==> config.mk <==
export PLATFORM = sky130hd
export DESIGN_NAME = hs_link_tracker
export DESIGN_NICKNAME = d
export VERILOG_FILES = /design/src/rtl/hslt_pkg.sv /design/src/rtl/hslt_off_filter.sv /design/src/rtl/hslt_dur_timer.sv /design/src/rtl/hslt_state_core.sv /design/src/rtl/hslt_flag_decode.sv /design/src/rtl/hs_link_tracker.sv
export SDC_FILE = /design/constraint.sdc
export NUM_CORES = 1
export LEC_CHECK = 0
export BUFFER_PORTS_ARGS = -buffer_cell sky130_fd_sc_hd__buf_2
export CAP_MARGIN = 0
export CORE_MARGIN = 3
export CORE_UTILIZATION = 58
export DETAILED_ROUTE_END_ITERATION = 8
export PLACE_DENSITY = 0.78
export SYNTH_ARGS = -nofsm -noshare
export SYNTH_HDL_FRONTEND = slang
export SYNTH_SLANG_ARGS = --single-unit
==> constraint.sdc <==
create_clock -name clk -period 3.02 [get_ports clk]
set_clock_uncertainty 0.05 [all_clocks]
set_input_delay 0.151 -clock clk [delete_from_list [all_inputs] [get_ports clk]]
set_output_delay 0.151 -clock clk [all_outputs]
set_load 0.005 [all_outputs]
==> src/rtl/hslt_pkg.sv <==
package hslt_pkg;

    typedef enum logic [3:0] {
        ST_IDLE  = 4'd0,   // unconnected
        ST_FIX   = 4'd1,   // test fixture seen, awaiting test packet
        ST_LFS   = 4'd2,   // low/full-speed attach
        ST_BRST  = 4'd3,   // bus reset seen, awaiting chirp J
        ST_CHJ   = 4'd4,   // measuring chirp J
        ST_KWAIT = 4'd5,   // valid J done, awaiting chirp K
        ST_CHK   = 4'd6,   // measuring chirp K
        ST_HSARM = 4'd7,   // handshake passed, awaiting squelch
        ST_HS    = 4'd8,   // high-speed operation
        ST_COMP  = 4'd9,   // compliance test mode
        ST_OFF   = 4'd10   // shutdown
    } link_st_e;

    typedef struct packed {
        link_st_e st;
        logic     from_hs;   // shutdown was entered from high-speed operation
    } core_regs_t;

endpackage

==> src/rtl/hslt_off_filter.sv <==
module hslt_off_filter #(
    parameter int MIN_LOW_TICKS = 100
) (
    input  logic clk,
    input  logic rst_n,
    input  logic us_tick,
    input  logic enable_in,
    output logic off_valid
);
    localparam int RW = $clog2(MIN_LOW_TICKS + 1);
    localparam logic [RW-1:0] LIM = RW'(MIN_LOW_TICKS);

    logic [RW-1:0] low_cnt_d, low_cnt_q;

    always_comb begin
        if (enable_in) begin
            low_cnt_d = '0;
        end else if (us_tick && low_cnt_q != LIM) begin
            low_cnt_d = low_cnt_q + RW'(1);
        end else begin
            low_cnt_d = low_cnt_q;
        end
        off_valid = !enable_in && (low_cnt_d >= LIM);
    end

    always_ff @(posedge clk or negedge rst_n) begin
        if (!rst_n) low_cnt_q <= '0;
        else        low_cnt_q <= low_cnt_d;
    end
endmodule

==> src/rtl/hslt_dur_timer.sv <==
module hslt_dur_timer #(
    parameter int MIN_TICKS = 18,
    parameter int MAX_TICKS = 128
) (
    input  logic clk,
    input  logic rst_n,
    input  logic us_tick,
    input  logic start,
    input  logic hold,
    output logic in_win,
    output logic too_long
);
    localparam int CAP = MAX_TICKS + 1;
    localparam int CW  = $clog2(CAP + 1);
    localparam logic [CW-1:0] CAP_V = CW'(CAP);
    localparam logic [CW-1:0] MIN_V = CW'(MIN_TICKS);
    localparam logic [CW-1:0] MAX_V = CW'(MAX_TICKS);

    logic [CW-1:0] cnt_d, cnt_q;

    always_comb begin
        if (start) begin
            cnt_d = us_tick ? CW'(1) : '0;
        end else if (hold) begin
            cnt_d = (us_tick && cnt_q != CAP_V) ? cnt_q + CW'(1) : cnt_q;
        end else begin
            cnt_d = '0;
        end
        in_win   = (cnt_q >= MIN_V) && (cnt_q <= MAX_V);
        too_long = (cnt_q == CAP_V);
    end

    always_ff @(posedge clk or negedge rst_n) begin
        if (!rst_n) cnt_q <= '0;
        else        cnt_q <= cnt_d;
    end
endmodule

==> src/rtl/hslt_state_core.sv <==
module hslt_state_core
    import hslt_pkg::*;
(
    input  logic     clk,
    input  logic     rst_n,
    input  logic     off_valid,
    input  logic     cfg_hold,
    input  logic     ev_pullup,
    input  logic     ev_disconnect,
    input  logic     ev_bus_reset,
    input  logic     chirp_j,
    input  logic     chirp_k,
    input  logic     ev_squelch,
    input  logic     ev_fixture,
    input  logic     ev_test_packet,
    input  logic     in_win,
    input  logic     too_long,
    output logic     tmr_start,
    output logic     tmr_hold,
    output link_st_e cur_state
);
    core_regs_t r_d, r_q;
    logic attached;

    always_comb begin
        r_d = r_q;
        tmr_hold  = (r_q.st == ST_CHJ && chirp_j) || (r_q.st == ST_CHK && chirp_k);
        tmr_start = (r_q.st == ST_BRST && chirp_j)
                 || (r_q.st == ST_CHJ && !chirp_j && chirp_k)
                 || (r_q.st == ST_KWAIT && chirp_k);
        attached  = (r_q.st == ST_LFS)  || (r_q.st == ST_BRST)  || (r_q.st == ST_CHJ)
                 || (r_q.st == ST_KWAIT) || (r_q.st == ST_CHK) || (r_q.st == ST_HSARM)
                 || (r_q.st == ST_HS);

        if (off_valid) begin
            r_d.st = ST_OFF;
            if (r_q.st != ST_OFF) r_d.from_hs = (r_q.st == ST_HS);
        end else if (cfg_hold) begin
            r_d.st      = ST_IDLE;
            r_d.from_hs = 1'b0;
        end else if (attached && ev_disconnect) begin
            r_d.st = ST_IDLE;
        end else begin
            unique case (r_q.st)
                ST_OFF: begin
                    r_d.st      = r_q.from_hs ? ST_COMP : ST_IDLE;
                    r_d.from_hs = 1'b0;
                end
                ST_IDLE: begin
                    if (ev_pullup)       r_d.st = ST_LFS;
                    else if (ev_fixture) r_d.st = ST_FIX;
                end
                ST_FIX: begin
                    if (ev_test_packet)  r_d.st = ST_COMP;
                    else if (ev_pullup)  r_d.st = ST_LFS;
                end
                ST_COMP: begin
                    if (ev_disconnect)   r_d.st = ST_IDLE;
                end
                ST_LFS: begin
                    if (ev_bus_reset)    r_d.st = ST_BRST;
                end
                ST_BRST: begin
                    if (chirp_j)         r_d.st = ST_CHJ;
                end
                ST_CHJ: begin
                    if (too_long)        r_d.st = ST_LFS;
                    else if (!chirp_j) begin
                        if (!in_win)     r_d.st = ST_LFS;
                        else if (chirp_k) r_d.st = ST_CHK;
                        else             r_d.st = ST_KWAIT;
                    end
                end
                ST_KWAIT: begin
                    if (chirp_j)         r_d.st = ST_LFS;
                    else if (chirp_k)    r_d.st = ST_CHK;
                end
                ST_CHK: begin
                    if (too_long)        r_d.st = ST_LFS;
                    else if (!chirp_k)   r_d.st = in_win ? ST_HSARM : ST_LFS;
                end
                ST_HSARM: begin
                    if (ev_squelch)        r_d.st = ST_HS;
                    else if (ev_bus_reset) r_d.st = ST_BRST;
                end
                ST_HS: begin
                    if (ev_bus_reset)    r_d.st = ST_BRST;
                end
                default: r_d.st = ST_IDLE;
            endcase
        end
    end

    always_ff @(posedge clk or negedge rst_n) begin
        if (!rst_n) begin
            r_q.st      <= ST_IDLE;
            r_q.from_hs <= 1'b0;
        end else begin
            r_q <= r_d;
        end
    end

    assign cur_state = r_q.st;
endmodule

==> src/rtl/hslt_flag_decode.sv <==
module hslt_flag_decode
    import hslt_pkg::*;
(
    input  link_st_e state,
    output logic     cd_flag,
    output logic     hs_enable
);
    always_comb begin
        cd_flag   = 1'b0;
        hs_enable = 1'b0;
        case (state)
            ST_LFS, ST_BRST, ST_CHJ, ST_KWAIT, ST_CHK, ST_HSARM: cd_flag = 1'b1;
            ST_HS: begin
                cd_flag   = 1'b1;
                hs_enable = 1'b1;
            end
            ST_COMP: hs_enable = 1'b1;
            default: ;
        endcase
    end
endmodule

==> src/rtl/hs_link_tracker.sv <==
module hs_link_tracker
    import hslt_pkg::*;
#(
    parameter int RST_MIN_US   = 100,
    parameter int CHIRP_MIN_US = 18,
    parameter int CHIRP_MAX_US = 128
) (
    input  logic clk,
    input  logic rst_n,
    input  logic us_tick,
    input  logic enable_in,
    input  logic cfg_hold,
    input  logic ev_pullup,
    input  logic ev_disconnect,
    input  logic ev_bus_reset,
    input  logic chirp_j,
    input  logic chirp_k,
    input  logic ev_squelch,
    input  logic ev_fixture,
    input  logic ev_test_packet,
    output logic cd_flag,
    output logic hs_enable
);
    logic     off_valid;
    logic     in_win;
    logic     too_long;
    logic     tmr_start;
    logic     tmr_hold;
    link_st_e cur_state;

    hslt_off_filter #(.MIN_LOW_TICKS(RST_MIN_US)) u_off (
        .clk       (clk),
        .rst_n     (rst_n),
        .us_tick   (us_tick),
        .enable_in (enable_in),
        .off_valid (off_valid)
    );

    hslt_dur_timer #(.MIN_TICKS(CHIRP_MIN_US), .MAX_TICKS(CHIRP_MAX_US)) u_tmr (
        .clk      (clk),
        .rst_n    (rst_n),
        .us_tick  (us_tick),
        .start    (tmr_start),
        .hold     (tmr_hold),
        .in_win   (in_win),
        .too_long (too_long)
    );

    hslt_state_core u_core (
        .clk            (clk),
        .rst_n          (rst_n),
        .off_valid      (off_valid),
        .cfg_hold       (cfg_hold),
        .ev_pullup      (ev_pullup),
        .ev_disconnect  (ev_disconnect),
        .ev_bus_reset   (ev_bus_reset),
        .chirp_j        (chirp_j),
        .chirp_k        (chirp_k),
        .ev_squelch     (ev_squelch),
        .ev_fixture     (ev_fixture),
        .ev_test_packet (ev_test_packet),
        .in_win         (in_win),
        .too_long       (too_long),
        .tmr_start      (tmr_start),
        .tmr_hold       (tmr_hold),
        .cur_state      (cur_state)
    );

    hslt_flag_decode u_dec (
        .state     (cur_state),
        .cd_flag   (cd_flag),
        .hs_enable (hs_enable)
    );
endmodule

After elaboration in Yosys (flattened, before gate mapping)
Index checks and enable logic that the tools add are counted.
Word-level totals
  output and inout bits: 2
  flip-flop bits (word level): 20
  word-level logic and storage cells: 95
Operators by class
  add/subtract/negate cells: 2
  order comparisons: 3
  reductions and logical operators: 29
  mux-type cells: 33
  equal/unequal tests: 24
Operators by type and width (number)
  two-way mux 4 bit: 17
  one-hot mux 4 bit (10 select lines): 1
  two-way mux 8 bit: 3
  inequality test 6 bit (second input constant): 3
  == test 4 x 3 -> 1 bit (second input constant): 4
  two-way mux 7 bit: 2
  == test 4 bit (second input constant): 3
  inequality test 6 x 5 -> 1 bit (second input constant): 2
  logical AND 1 bit: 11
  two-way mux 5 bit: 2
  logical OR 1 bit: 9
  adder 8 x 1 -> 8 bit (second input constant): 1
  == test 4 x 2 -> 1 bit (second input constant): 2
  == test 8 bit (second input constant): 1
  >= comparator 8 x 5 -> 1 bit (second input constant): 1
  less-or-equal comparator 8 bit (second input constant): 1
  inequality test 8 bit (second input constant): 1
  adder 7 x 1 -> 7 bit (second input constant): 1
  >= comparator 7 bit (second input constant): 1
  inequality test 7 bit (second input constant): 1
  AND reduction 7 bit: 1
  OR reduction 7 bit: 1
  two-way mux 1 bit: 6
  inequality test 5 x 4 -> 1 bit (second input constant): 1
  other kinds (13): 15

Longest topological paths before layout
  word-level depth: 11
  depth in mapped cells: 8

Modules after synthesis
A second synthesis with hierarchy kept.
Unflattened totals
  cells, all modules: 181
  area, all modules: 1592.8 um^2
Modules (own cells, without submodules)
  hslt_state_core: cells each 79, area an instance 655.6 um^2, instances 1, seq. area each 125.1 um^2
  hslt_dur_timer: cells each 57, area an instance 510.5 um^2, instances 1, seq. area each 200.2 um^2
  hslt_off_filter: cells each 41, area an instance 401.6 um^2, instances 1, seq. area each 175.2 um^2
  hslt_flag_decode: cells each 4, area an instance 25.0 um^2, instances 1, seq. area each 0.0 um^2

Worst setup path before layout
OpenSTA, ideal clock, no wires.
  path type: register to register
  from: reg u_tmr.cnt_q[5]
  to: reg u_core.r_q (netlist bit u_core.cur_state[0])
  data arrival time: 1998 ps
  cell stages (with the launch flop): 7
  data required time: 2896 ps
  buffers on the path: 0
  slack: 898 ps
  cell sequence: dfrtp_1 > or4_4 > nor4_2 > nor2_1 > or4_1 > a31o_1 > a21boi_2
Between the ends
  cells in the longest elaborated chain, start to end: 9
  elaborated cells between the ends (all ways): 17
  classes of those cells: 2 x order compare; 3 x eq/ne; 10 x mux; 2 x reduce/logical
Ends and longest elaborated chain
  start, declared: line hslt_dur_timer.sv:19  | logic [CW-1:0] cnt_d, cnt_q;
  start signal, assigned: line hslt_dur_timer.sv:35  | else cnt_q <= cnt_d;
  >= comparator 8 x 5 -> 1 bit or less-or-equal comparator 8 bit (tied branches): line hslt_dur_timer.sv:29  | in_win = (cnt_q >= MIN_V) && (cnt_q <= MAX_V);
  logical AND 1 bit: line hslt_dur_timer.sv:29
  two-way mux 3 bit or two-way mux 4 bit (tied branches): line hslt_state_core.sv:80, hslt_state_core.sv:69
  two-way mux 4 bit (on tied branches): line hslt_state_core.sv:80, hslt_state_core.sv:68
  two-way mux 4 bit (on tied branches): line hslt_state_core.sv:79, hslt_state_core.sv:67
  one-hot mux 4 bit (10 select lines): line hslt_state_core.sv:44  | unique case (r_q.st)
  two-way mux 4 bit: line hslt_state_core.sv:41  | end else if (attached && ev_disconnect) begin
  two-way mux 5 bit: line hslt_state_core.sv:38  | end else if (cfg_hold) begin
  two-way mux 5 bit: line hslt_state_core.sv:35  | if (off_valid) begin
  end signal, assigned: line hslt_state_core.sv:99  | r_q <= r_d;
  end, declared: line hslt_state_core.sv:22  | core_regs_t r_d, r_q;
Several ways; a longest one is shown, not always the timed one. The select of a mux whose other input is x is not followed.
A chain may end at the register's enable or synchronous reset.

Worst setup path in the final report
  from: reg u_core.r_q (netlist bit u_core.cur_state[3])
  to: reg u_core.r_q (netlist bit u_core.cur_state[0])
Between the ends
  cells in the longest elaborated chain, start to end: 11
  elaborated cells between the ends (all ways): 31
  classes of those cells: 17 x eq/ne; 4 x mux; 10 x reduce/logical
Ends and longest elaborated chain
  parallel branches: the longest is 11 deep, another holds AND reduction 7 bit
Several ways; the timed one is not identified.

==> impl_metrics.py <==
metrics = {
    "clocking": {
        "ctsResizeCount": 0,
        "cts_setup_buffers": 0,
        "clk_latency_ps": 300,
        "clkSinkCount": 20,
        "cts_root_buf": "clkbuf_4",
        "path_clk_slew_ps": 110,
        "cts.path.max_buffers": 2,
        "cts_tree": "yes",
        "cts_buffers": 3,
        "htree_levels": 1,
    },
    "finish": {
        "layout-drive-gt1-share_pct": 12.1,
        "antenna_cells": 0,
        "nFillCells": 196,
        "final_util_pct": 69.7,
        "area_growth_syn_to_layout_pct": 8.04,
        "nNetsFinal": 218,
        "multiInputGateArea_um2": 926,
        "final-seq-area_um2": 500,
    },
    "yosys": {
        "netlist_area_um2": 1510,
        "yosysWarningCount": 0,
        "synthArstFlopShare_pct": 100,
        "syn_avg_cell_area_um2": 7.99,
        "synth_nets": 207,
        "synth_seq_cells": 20,
        "yosysUniqueCellTypes": 45,
        "synth_edf_count": 0,
        "synth_area_leader_cell": "dfrtp_1",
        "synth_top_cells_by_area": "dfrtp_1 33%, a21oi_1 5.0%, nor2_1 5.0%",
        "synthCells": 189,
        "yosysSeqAreaShare_pct": 33.1,
        "synth_common_cells": "20 x dfrtp_1, 20 x nor2_1, 16 x nand2_1, 15 x a21oi_1, 10 x inv_1",
        "synth_ff_type": "dfrtp_1",
        "synth_top_area_share_pct": 33.1,
    },
    "routing": {
        "drtAntennaViolNets": 0,
        "viasPerCell": 6.34,
        "vias": 1440,
        "drt_iter0_markers": 104,
        "wl_per_cell_um": 14.8,
        "wl_mm": 3.36,
        "drcViolationCount": 0,
        "first_pass_iters": 4,
    },
    "timing": {
        "tightest_slew_ps": 829,
        "min_period_ps": 2480,
        "rsz0062_at_grt": "false",
        "setup_viol": 0,
        "layout_worst_path_cycle_share_pct": 82.1,
        "drv_slew": 0,
        "slew_headroom_pct": 43.8,
        "hold_viol_final": 0,
        "fmax_ghz": 0.403,
        "setup_tns_ps": 0,
        "hold_slack_ps": 52.8,
    },
    "floorplan": {
        "die_area_um2": 3250,
        "rows": 17,
        "ios": 15,
        "die_height_um": 57.0,
        "core_um2": 2340,
        "die_x_um": 57.0,
        "start_util_pct": 64.5,
    },
    "place": {
        "place_hpwl_mm": 2.46,
        "io_buffers": 14,
        "place_congestion": 0.905,
    },
    "worst_hold_path": {
        "hold_class": "in -> reg",
    },
    "global_routing": {
        "grt_pass1_vias": 1284,
        "antenna_found_initial": 0,
        "grt_max_degree": 23,
        "grt_use_total_pct": 22.3,
        "grt_pass1_wl_mm": 5.81,
        "grt_overflow_total": 0,
    },
    "critical_path": {
        "arrival_ps": 2670,
        "cp_num_buf_inv": 0,
        "crit_path_end_kind": "register",
        "cp_cell_sequence": "nand2b_1, or3_1, nand2b_1, a221oi_1, nand2_1, a21boi_2",
        "cp_slowest_cell": "dfrtp_1",
        "critPathLaunchType": "register",
        "required_ps": 3210,
        "critPathMaxStageDelay_ps": 560,
        "worstSetupPathType": "reg -> reg",
        "path_common_cell": "nand2b_1",
        "cp_max_fo": 15,
        "critPathTopFamily": "simple AND/OR/NAND/NOR gates",
    },
    "status": {
        "status": "finished clean",
    },
    "power_and_ir_drop": {
        "leakagePower_nw": 0.663,
        "power.density_nw_per_um2": 502,
        "power_mw": 0.819,
        "peakVddDrop_v": 0.000447,
    },
    "flow_run": {
        "drv_cap": 0,
    },
}
## flip-flops by register name, indices dropped and copies added, names as in the netlist
name              cells
u_core.cur_state      4
u_tmr.cnt_q           8
u_off.low_cnt_q       7
u_core.r_q            1
## final cells by class
type | count | area share, %
Sequential cell | 20 | 30.7
Inverter | 10 | 2.30
Clock buffer | 3 | 1.38
Timing Repair Buffer | 15 | 4.91
Multi-Input combinational cell | 150 | 56.7
Clock inverter | 1 | 1.84
Tap cell | 28 | 2.15
## power by group
| group | internal (mW) | switching [mW] | leakage (nW) | total [mW] |
|---|---|---|---|---|
| logic | 0.111 | 0.129 | 0.359 | 0.240 |
| clock network | 0.134 | 0.0841 | 0.0279 | 0.218 |
| registers | 0.284 | 0.0754 | 0.276 | 0.360 |
## final timing paths
kind                                      from             endpoint  slack [ps]  depth (start not counted)
min in group asynchronous                rst_n   u_off.low_cnt_q[0]         250                          2
hold / removal                       enable_in   u_off.low_cnt_q[0]          50                          2
hold reg to reg                  u_core.r_q[0]        u_core.r_q[0]         540                          2
setup / recovery           u_core.cur_state[3]  u_core.cur_state[0]         540                          6
max in group asynchronous                rst_n       u_tmr.cnt_q[3]        2370                          2
setup reg to reg           u_core.cur_state[3]  u_core.cur_state[0]         540                          6
## metrics by stage
stage	area [um2]	cells	setup slack, ps
4_1_cts	1630	227	593
3_3_place_gp	1570	222	657
3_5_place_dp	1570	222	625
2_1_floorplan	1510	189	898
6_report	1630	227	541
5_1_grt	1630	227	355
## kinds of logic (layout without fill, tap and decap cells)
kind of cell    count (synthesis)  count (layout)  synth area share [%]
compound gates                 43              43                  18.1
xor+xnor                        9               9                  5.22
fa+ha+maj                       5               5                  4.14
buf+inv                        19              29                  5.55
flops                          20              20                  33.1
mux                             1               1                 0.663
simple gates                   92              92                  33.2
## placed cells by master (no fill, tap or decap), types with 2 or more instances in the layout
master,count
a211oi_1,2
o22a_1,2
a21oi_1,15
ha_1,5
and3_1,2
nor4_1,6
xor2_1,8
o31ai_1,2
nand2b_1,9
nor3_1,9
nand2_1,16
clkbuf_4,3
inv_1,10
nand4b_1,2
buf_2,14
a31oi_1,2
nand4_1,6
o21ai_0,8
dfrtp_1,20
o211ai_1,2
nand3_1,3
or4_1,2
o22ai_1,2
nor2_1,20
or3_1,8
## metal layers
| layer | vias to the layer above | wire length [um] | GRT usage (%) |
|---|---|---|---|
| li1 | 706 | - | - |
| met1 | 695 | 1620 | 31.9 |
| met2 | 35 | 1580 | 34.4 |
| met3 | 4 | 125 | 4.30 |
| met4 | 0 | 27 | 6.29 |
| met5 | - | 0 | 0 |
## what timing repair did
action / in CTS / in global routing
setup endpoints to repair: 0 / 0
endpoints found under the hold margin: 20 / 0
hold buffers: 1 / 0
Note: power is estimated with default switching activity, not from simulation.
